**src/rtl/ifs_pkg.sv**
```systemverilog
package ifs_pkg;

  typedef enum logic [2:0] {
    ST_IDLE,
    ST_ADDR,
    ST_CTRL,
    ST_DATA,
    ST_TX,
    ST_IGNORE
  } busState_t;

  // strobes from the control FSM to the datapath
  typedef struct packed {
    logic clrCnt;
    logic sampleBit;
    logic latchCtrl;
    logic deliver;
    logic loadTx;
    logic shiftTx;
    logic driveLow;
    logic releaseLine;
  } strobe_t;

endpackage

```
**src/rtl/ifs_glitch_filter.sv**
```systemverilog
module ifs_glitch_filter #(
  parameter int STABLE_CYCLES = 10
) (
  input  logic clk,
  input  logic rstN,
  input  logic lineIn,
  output logic lineOut
);
  localparam int CW = $clog2(STABLE_CYCLES + 1);

  logic [1:0]    syncQ;
  logic [CW-1:0] cnt;

  always_ff @(posedge clk or negedge rstN) begin
    if (!rstN) begin
      syncQ   <= 2'b11;
      cnt     <= '0;
      lineOut <= 1'b1;
    end else begin
      syncQ <= {syncQ[0], lineIn};
      if (syncQ[1] == lineOut) begin
        cnt <= '0;
      end else if (cnt == CW'(STABLE_CYCLES - 1)) begin
        lineOut <= syncQ[1];
        cnt     <= '0;
      end else begin
        cnt <= cnt + 1'b1;
      end
    end
  end
endmodule

```
**src/rtl/ifs_ctrl.sv**
```systemverilog
module ifs_ctrl
  import ifs_pkg::*;
(
  input  logic      clk,
  input  logic      rstN,
  input  logic      sclF,
  input  logic      sdaF,
  input  logic      addrMatch,
  input  logic      rwBit,
  input  logic      byteFull,
  input  logic      coFlag,
  output strobe_t   strb,
  output busState_t busState,
  output logic      busStart,
  output logic      busStop
);
  logic      sclQ, sdaQ;
  logic      ackPhase, ackNext;
  busState_t stNext;
  logic      sclRise, sclFall, startCond, stopCond;

  assign sclRise   = sclF & ~sclQ;
  assign sclFall   = ~sclF & sclQ;
  assign startCond = sclF & sclQ & sdaQ & ~sdaF;
  assign stopCond  = sclF & sclQ & ~sdaQ & sdaF;

  always_comb begin
    strb    = '0;
    stNext  = busState;
    ackNext = ackPhase;
    if (startCond) begin
      stNext           = ST_ADDR;
      ackNext          = 1'b0;
      strb.clrCnt      = 1'b1;
      strb.releaseLine = 1'b1;
    end else if (stopCond) begin
      stNext           = ST_IDLE;
      ackNext          = 1'b0;
      strb.clrCnt      = 1'b1;
      strb.releaseLine = 1'b1;
    end else begin
      case (busState)
        ST_ADDR, ST_CTRL, ST_DATA: begin
          if (sclRise && !byteFull && !ackPhase) begin
            strb.sampleBit = 1'b1;
          end else if (sclFall && byteFull && !ackPhase) begin
            if (busState == ST_ADDR && !addrMatch) begin
              stNext = ST_IGNORE;
            end else begin
              strb.driveLow  = 1'b1;
              ackNext        = 1'b1;
              strb.deliver   = (busState == ST_DATA);
              strb.latchCtrl = (busState == ST_CTRL);
            end
          end else if (sclFall && ackPhase) begin
            ackNext     = 1'b0;
            strb.clrCnt = 1'b1;
            if (busState == ST_ADDR && rwBit) begin
              stNext      = ST_TX;
              strb.loadTx = 1'b1;
            end else begin
              strb.releaseLine = 1'b1;
              if (busState == ST_ADDR)      stNext = ST_CTRL;
              else if (busState == ST_CTRL) stNext = ST_DATA;
              else                          stNext = coFlag ? ST_CTRL : ST_DATA;
            end
          end
        end
        ST_TX: begin
          if (sclRise && !ackPhase && !byteFull) begin
            strb.sampleBit = 1'b1;
          end else if (sclRise && ackPhase) begin
            if (sdaF) begin
              stNext  = ST_IGNORE;
              ackNext = 1'b0;
            end
          end else if (sclFall && ackPhase) begin
            ackNext     = 1'b0;
            strb.clrCnt = 1'b1;
            strb.loadTx = 1'b1;
          end else if (sclFall && byteFull) begin
            strb.releaseLine = 1'b1;
            ackNext          = 1'b1;
          end else if (sclFall) begin
            strb.shiftTx = 1'b1;
          end
        end
        default: ;
      endcase
    end
  end

  always_ff @(posedge clk or negedge rstN) begin
    if (!rstN) begin
      sclQ     <= 1'b1;
      sdaQ     <= 1'b1;
      busState <= ST_IDLE;
      ackPhase <= 1'b0;
      busStart <= 1'b0;
      busStop  <= 1'b0;
    end else begin
      sclQ     <= sclF;
      sdaQ     <= sdaF;
      busState <= stNext;
      ackPhase <= ackNext;
      busStart <= startCond;
      busStop  <= stopCond;
    end
  end
endmodule

```
**src/rtl/ifs_datapath.sv**
```systemverilog
module ifs_datapath
  import ifs_pkg::*;
#(
  parameter logic [5:0] ADDR_HI   = 6'b011110,
  parameter int         BYTE_BITS = 8
) (
  input  logic                 clk,
  input  logic                 rstN,
  input  strobe_t              strb,
  input  logic                 sdaF,
  input  logic                 addrSel,
  input  logic [BYTE_BITS-1:0] ramRdByte,
  input  logic [BYTE_BITS-1:0] statusByte,
  output logic                 addrMatch,
  output logic                 rwBit,
  output logic                 byteFull,
  output logic                 coFlag,
  output logic                 sdaOut,
  output logic                 cmdValid,
  output logic [BYTE_BITS-1:0] cmdByte,
  output logic                 ramWrValid,
  output logic [BYTE_BITS-1:0] ramWrByte,
  output logic                 ramRdReq
);
  localparam int CNT_W = $clog2(BYTE_BITS + 1);

  logic [BYTE_BITS-1:0] rxShift, txShift, txSrc;
  logic [CNT_W-1:0]     bitCnt;
  logic                 dcSel;

  assign byteFull  = (bitCnt == CNT_W'(BYTE_BITS));
  assign rwBit     = rxShift[0];
  assign addrMatch = (rxShift[BYTE_BITS-1:1] == {ADDR_HI, addrSel});
  assign txSrc     = dcSel ? ramRdByte : statusByte;

  always_ff @(posedge clk or negedge rstN) begin
    if (!rstN) begin
      rxShift    <= '0;
      txShift    <= '0;
      bitCnt     <= '0;
      coFlag     <= 1'b0;
      dcSel      <= 1'b0;
      sdaOut     <= 1'b1;
      cmdValid   <= 1'b0;
      cmdByte    <= '0;
      ramWrValid <= 1'b0;
      ramWrByte  <= '0;
      ramRdReq   <= 1'b0;
    end else begin
      cmdValid   <= 1'b0;
      ramWrValid <= 1'b0;
      ramRdReq   <= 1'b0;

      if (strb.clrCnt) begin
        bitCnt <= '0;
      end else if (strb.sampleBit) begin
        rxShift <= {rxShift[BYTE_BITS-2:0], sdaF};
        bitCnt  <= bitCnt + 1'b1;
      end

      if (strb.latchCtrl) begin
        coFlag <= rxShift[BYTE_BITS-1];
        dcSel  <= rxShift[BYTE_BITS-2];
      end

      if (strb.deliver) begin
        if (dcSel) begin
          ramWrValid <= 1'b1;
          ramWrByte  <= rxShift;
        end else begin
          cmdValid <= 1'b1;
          cmdByte  <= rxShift;
        end
      end

      if (strb.loadTx) begin
        txShift  <= {txSrc[BYTE_BITS-2:0], 1'b0};
        sdaOut   <= txSrc[BYTE_BITS-1];
        ramRdReq <= dcSel;
      end else if (strb.shiftTx) begin
        sdaOut  <= txShift[BYTE_BITS-1];
        txShift <= {txShift[BYTE_BITS-2:0], 1'b0};
      end else if (strb.driveLow) begin
        sdaOut <= 1'b0;
      end else if (strb.releaseLine) begin
        sdaOut <= 1'b1;
      end
    end
  end
endmodule

```
**src/rtl/i2c_frame_slave.sv**
```systemverilog
module i2c_frame_slave
  import ifs_pkg::*;
#(
  parameter int         FILT_CYCLES = 10,
  parameter logic [5:0] ADDR_HI     = 6'b011110
) (
  input  logic       clk,
  input  logic       rstN,
  input  logic       sclIn,
  input  logic       sdaIn,
  input  logic       addrSel,
  output logic       sdaOut,
  output logic       busStart,
  output logic       busStop,
  output logic       cmdValid,
  output logic [7:0] cmdByte,
  output logic       ramWrValid,
  output logic [7:0] ramWrByte,
  output logic       ramRdReq,
  input  logic [7:0] ramRdByte,
  input  logic [7:0] statusByte
);
  logic [1:0] rawLines, filtLines;
  strobe_t    strb;
  busState_t  busState;
  logic       addrMatch, rwBit, byteFull, coFlag;

  assign rawLines = {sdaIn, sclIn};

  for (genvar g = 0; g < 2; g++) begin : g_filt
    ifs_glitch_filter #(.STABLE_CYCLES(FILT_CYCLES)) filt_i (
      .clk    (clk),
      .rstN   (rstN),
      .lineIn (rawLines[g]),
      .lineOut(filtLines[g])
    );
  end

  ifs_ctrl ctrl_i (
    .clk      (clk),
    .rstN     (rstN),
    .sclF     (filtLines[0]),
    .sdaF     (filtLines[1]),
    .addrMatch(addrMatch),
    .rwBit    (rwBit),
    .byteFull (byteFull),
    .coFlag   (coFlag),
    .strb     (strb),
    .busState (busState),
    .busStart (busStart),
    .busStop  (busStop)
  );

  ifs_datapath #(.ADDR_HI(ADDR_HI), .BYTE_BITS(8)) dp_i (
    .clk       (clk),
    .rstN      (rstN),
    .strb      (strb),
    .sdaF      (filtLines[1]),
    .addrSel   (addrSel),
    .ramRdByte (ramRdByte),
    .statusByte(statusByte),
    .addrMatch (addrMatch),
    .rwBit     (rwBit),
    .byteFull  (byteFull),
    .coFlag    (coFlag),
    .sdaOut    (sdaOut),
    .cmdValid  (cmdValid),
    .cmdByte   (cmdByte),
    .ramWrValid(ramWrValid),
    .ramWrByte (ramWrByte),
    .ramRdReq  (ramRdReq)
  );
endmodule

```
**config.mk**
```make
export PLATFORM = sky130hd
export DESIGN_NAME = i2c_frame_slave
export DESIGN_NICKNAME = d
export VERILOG_FILES = /design/src/rtl/ifs_pkg.sv /design/src/rtl/ifs_glitch_filter.sv /design/src/rtl/ifs_ctrl.sv /design/src/rtl/ifs_datapath.sv /design/src/rtl/i2c_frame_slave.sv
export SDC_FILE = /design/constraint.sdc
export NUM_CORES = 1
export LEC_CHECK = 0
export BUFFER_PORTS_ARGS = -buffer_cell sky130_fd_sc_hd__buf_4
export CORE_UTILIZATION = 57
export DETAILED_ROUTE_END_ITERATION = 16
export PLACE_DENSITY_LB_ADDON = 0.1
export SETUP_SLACK_MARGIN = 0.3
export SYNTH_ARGS = -nofsm -noshare
export SYNTH_HDL_FRONTEND = slang
export SYNTH_SLANG_ARGS = --single-unit
```
**constraint.sdc**
```tcl
create_clock -name clk -period 2.4 [get_ports clk]
set_clock_uncertainty 0.2 [all_clocks]
set_input_delay 0.24 -clock clk [delete_from_list [all_inputs] [get_ports clk]]
set_output_delay 0.24 -clock clk [all_outputs]
set_load 0.005 [all_outputs]
```
==> impl_metrics.env <==
export IMPL_clock_sinks=63
export IMPL_crit_path_max_incr_delay_ps=360
export IMPL_grt_overflow=0
export IMPL_yosysUniqueCellTypes=56
export IMPL_yosysMostFrequentCell="dfrtp_1"
export IMPL_hold_viol=0
export IMPL_cts_buffers=9
export IMPL_dp_hpwl_um=3960
export IMPL_setup_viol=0
export IMPL_synth_nets=268
export IMPL_cts_buffer_depth=2
export IMPL_slowest_stage="dfrtp_1"
export IMPL_nNetsFinal=339
export IMPL_use_met3_pct=8.67
export IMPL_crit_path_max_fanout=5
export IMPL_clock_root_buffer="clkbuf_8"
export IMPL_synth_seq_area_share_pct=53.3
export IMPL_core_area_um2=4880
export IMPL_worst_hold_slack_ps=46.2
export IMPL_leakagePower_nw=1.86
export IMPL_arrival_ps=2270
export IMPL_timing_final_ws_setup_ps=166
export IMPL_relSlewSlack_pct=49.0
export IMPL_tns_ps=0
export IMPL_die_h_um=74.3
export IMPL_drtIter0Drc=179
export IMPL_antenna_found_initial=0
export IMPL_die_area_um2=5520
export IMPL_cp_top_family="simple AND/OR/NAND/NOR gates"
export IMPL_synth_top_area_cell="dfrtp_1"
export IMPL_synth_enable_flop_cells=0
export IMPL_num_vias=2152
export IMPL_path_class="reg -> reg"
export IMPL_synthCells=241
export IMPL_avgViaCountPerCell=5.60
export IMPL_worst_pin_slew_ps=765
export IMPL_synth_top_area_share_pct=45.3
export IMPL_grt_busiest_layer="met2"
export IMPL_gp_congestion=0.872
export IMPL_hp_class="in -> reg"
export IMPL_status="finished clean"
export IMPL_fp_dieW_um=74.3
export IMPL_slew_viol_final=0
export IMPL_syn_area_per_cell_um2=12.4
export IMPL_finalCritPeriodShare_pct=93.1
export IMPL_synth_top_flop_cell="dfrtp_1"
export IMPL_grt_pass1_vias=2153
export IMPL_clk_pin_slew_ps=70
export IMPL_antennaDiodeCount=0
export IMPL_clock_fmax_mhz=448
export IMPL_netlist_area_um2=2980
export IMPL_initial_utilization_pct=61.1
export IMPL_track_usage_pct=26.0
export IMPL_ir_worst_vdd_v=0.000612
export IMPL_drive_gt1_share_pct=46.4
export IMPL_synth_common_cells="dfrtp_1 (54), mux2_2 (29), nor2_1 (19), nand2_1 (13), nand3_1 (11)"
export IMPL_rows=25
export IMPL_place_ws_ps=77.2
export IMPL_synth_area_top_cells="dfrtp_1 (45%), mux2_2 (11%), dfstp_2 (7.9%), ha_1 (2.5%), nor2_1 (2.4%)"
export IMPL_postRouteAntennaNets=0
export IMPL_clk_latency_ps=350
export IMPL_ys_warn_count=0
export IMPL_endpoint_kind="flip-flop"
export IMPL_period_needed_ps=2230
export IMPL_p_per_area_nw_per_um2=777
export IMPL_grt_max_degree=64
export IMPL_synth_async_sr_flop_share_pct=100
export IMPL_io_pins=43
export IMPL_critPathMostFrequentCell="buf_4"
export IMPL_cts_htree_levels=3
export IMPL_drt_total_wl_um=6660
export IMPL_critPathRequiredTime_ps=2430
export IMPL_grt_pass1_wl_um=10300
export IMPL_cts_tree="yes"
export IMPL_rsz0062_at_grt="true"
export IMPL_final_util_pct=80.4
export IMPL_dr_pass1_iters=4
export IMPL_grt_use_met1_pct=32.7
export IMPL_worstPathCellList="inv_1 -> ha_1 -> and3b_2 -> nor3b_4 -> buf_4 -> buf_4 -> a21oi_1 -> o22ai_1 -> mux2_4"
export IMPL_route_detailed_drc=0
export IMPL_synth_seq_cells=63
export IMPL_critical_path_buf_inv_count=3
export IMPL_area_growth_pct=31.6
export IMPL_start_kind="flip-flop"
export IMPL_use_met2_pct=41.0
export IMPL_n_fill_cell=319
export IMPL_io_buffer_count=42
export IMPL_wl_per_cell_um=17.3
export IMPL_drv_cap=0
## routing by layer
metal | vias up | wire, um | share of wire, %
met5 | - | 0 | 0
met4 | 0 | 149 | 2.2
met3 | 16 | 320 | 4.8
met2 | 74 | 3300 | 50
met1 | 1054 | 2890 | 43
li1 | 1008 | - | -
## flip-flops by register name, summed over array words and instances (netlist names), 2 cells and up
name	cells
dp_i.bitCnt	4
g_filt.filt_i.cnt	8
dp_i.cmdByte	8
dp_i.txShift	7
g_filt.filt_i.lineOut	2
g_filt.filt_i.syncQ	4
dp_i.rxShift	8
dp_i.ramWrByte	8
ctrl_i.busState	3
## power breakdown
group          total (mW)  switching, mW  internal [mW]
sequential           1.31          0.126           1.19
combinational       0.656          0.329          0.328
clock                1.08          0.407          0.671
## tightest hold or removal path, cell delays in order
cell and delay [ps]:
buf_4 80, mux2i_1 50, o221ai_1 170
## final timing paths
kind | start | to | slack, ps | cells after the start
worst max-delay path | dp_i.bitCnt[0] | ctrl_i.busState[0] | 170 | 9
worst min-delay path | statusByte[7] | dp_i.sdaOut | 50 | 3
worst max register to register | dp_i.bitCnt[0] | ctrl_i.busState[0] | 170 | 9
worst min register to register | g_filt[1].filt_i.syncQ[0] | g_filt[1].filt_i.syncQ[1] | 160 | 0
max in group asynchronous | rstN | ctrl_i.busState[1] | 1150 | 2
min in group asynchronous | rstN | ctrl_i.busStart | 310 | 2
## what timing repair did
action / CTS / global route
gates resized for setup: 12 / 17
pin swaps: 3 / 5
endpoints found under the hold margin: 59 / 0
buffers inserted: 8 / 4
cloned: 1 / 1
endpoints found under the setup margin: 32 / 41
hold buffers: 7 / 0
## cells by family after synthesis
| group | count (synthesis) | synth area share, % |
|---|---|---|
| flip-flops | 63 | 53.3 |
| AO/OA/AOI/OAI | 34 | 8.69 |
| multiplexers | 37 | 13.9 |
| AND/OR/NAND/NOR | 74 | 15.4 |
| adder cells (fa/ha/maj) | 6 | 2.52 |
| buffers and inverters | 16 | 2.81 |
| XOR/XNOR | 11 | 3.48 |
## layout make-up
cell class              instances  area (um2)  area share, %
clock buffers                  12         165           4.21
clock inverters                 4        76.3           1.95
inverters                       7        26.3          0.670
multi-input cells             164        1450           36.9
flip-flops and latches         63        1590           40.5
well taps                      67        83.8           2.14
repair buffers                 67         533           13.6
## placed cells by master, fill, tap and decap left out, drive strengths merged, types with 3 or more instances in the layout
cell,n
buf,60
dfrtp,54
mux2,31
nor2,22
nand2,14
clkbuf,12
nand3,12
dfstp,9
dlygate4sd3,7
inv,7
xor2,7
mux2i,6
ha,6
a21oi,6
nor2b,5
xnor2,4
o21ai,4
nor3b,4
a31oi,3
nand3b,3
## stage by stage
stage / power (mW) / std cells / cell area, um2
floorplan: 1.68 / 241 / 2980
global placement: 1.82 / 347 / 3370
detailed placement: 1.84 / 347 / 3370
CTS: 2.97 / 379 / 3800
global route: 3.20 / 384 / 3920
finish: 3.05 / 384 / 3920
Note: power is estimated with default switching activity, not from simulation.
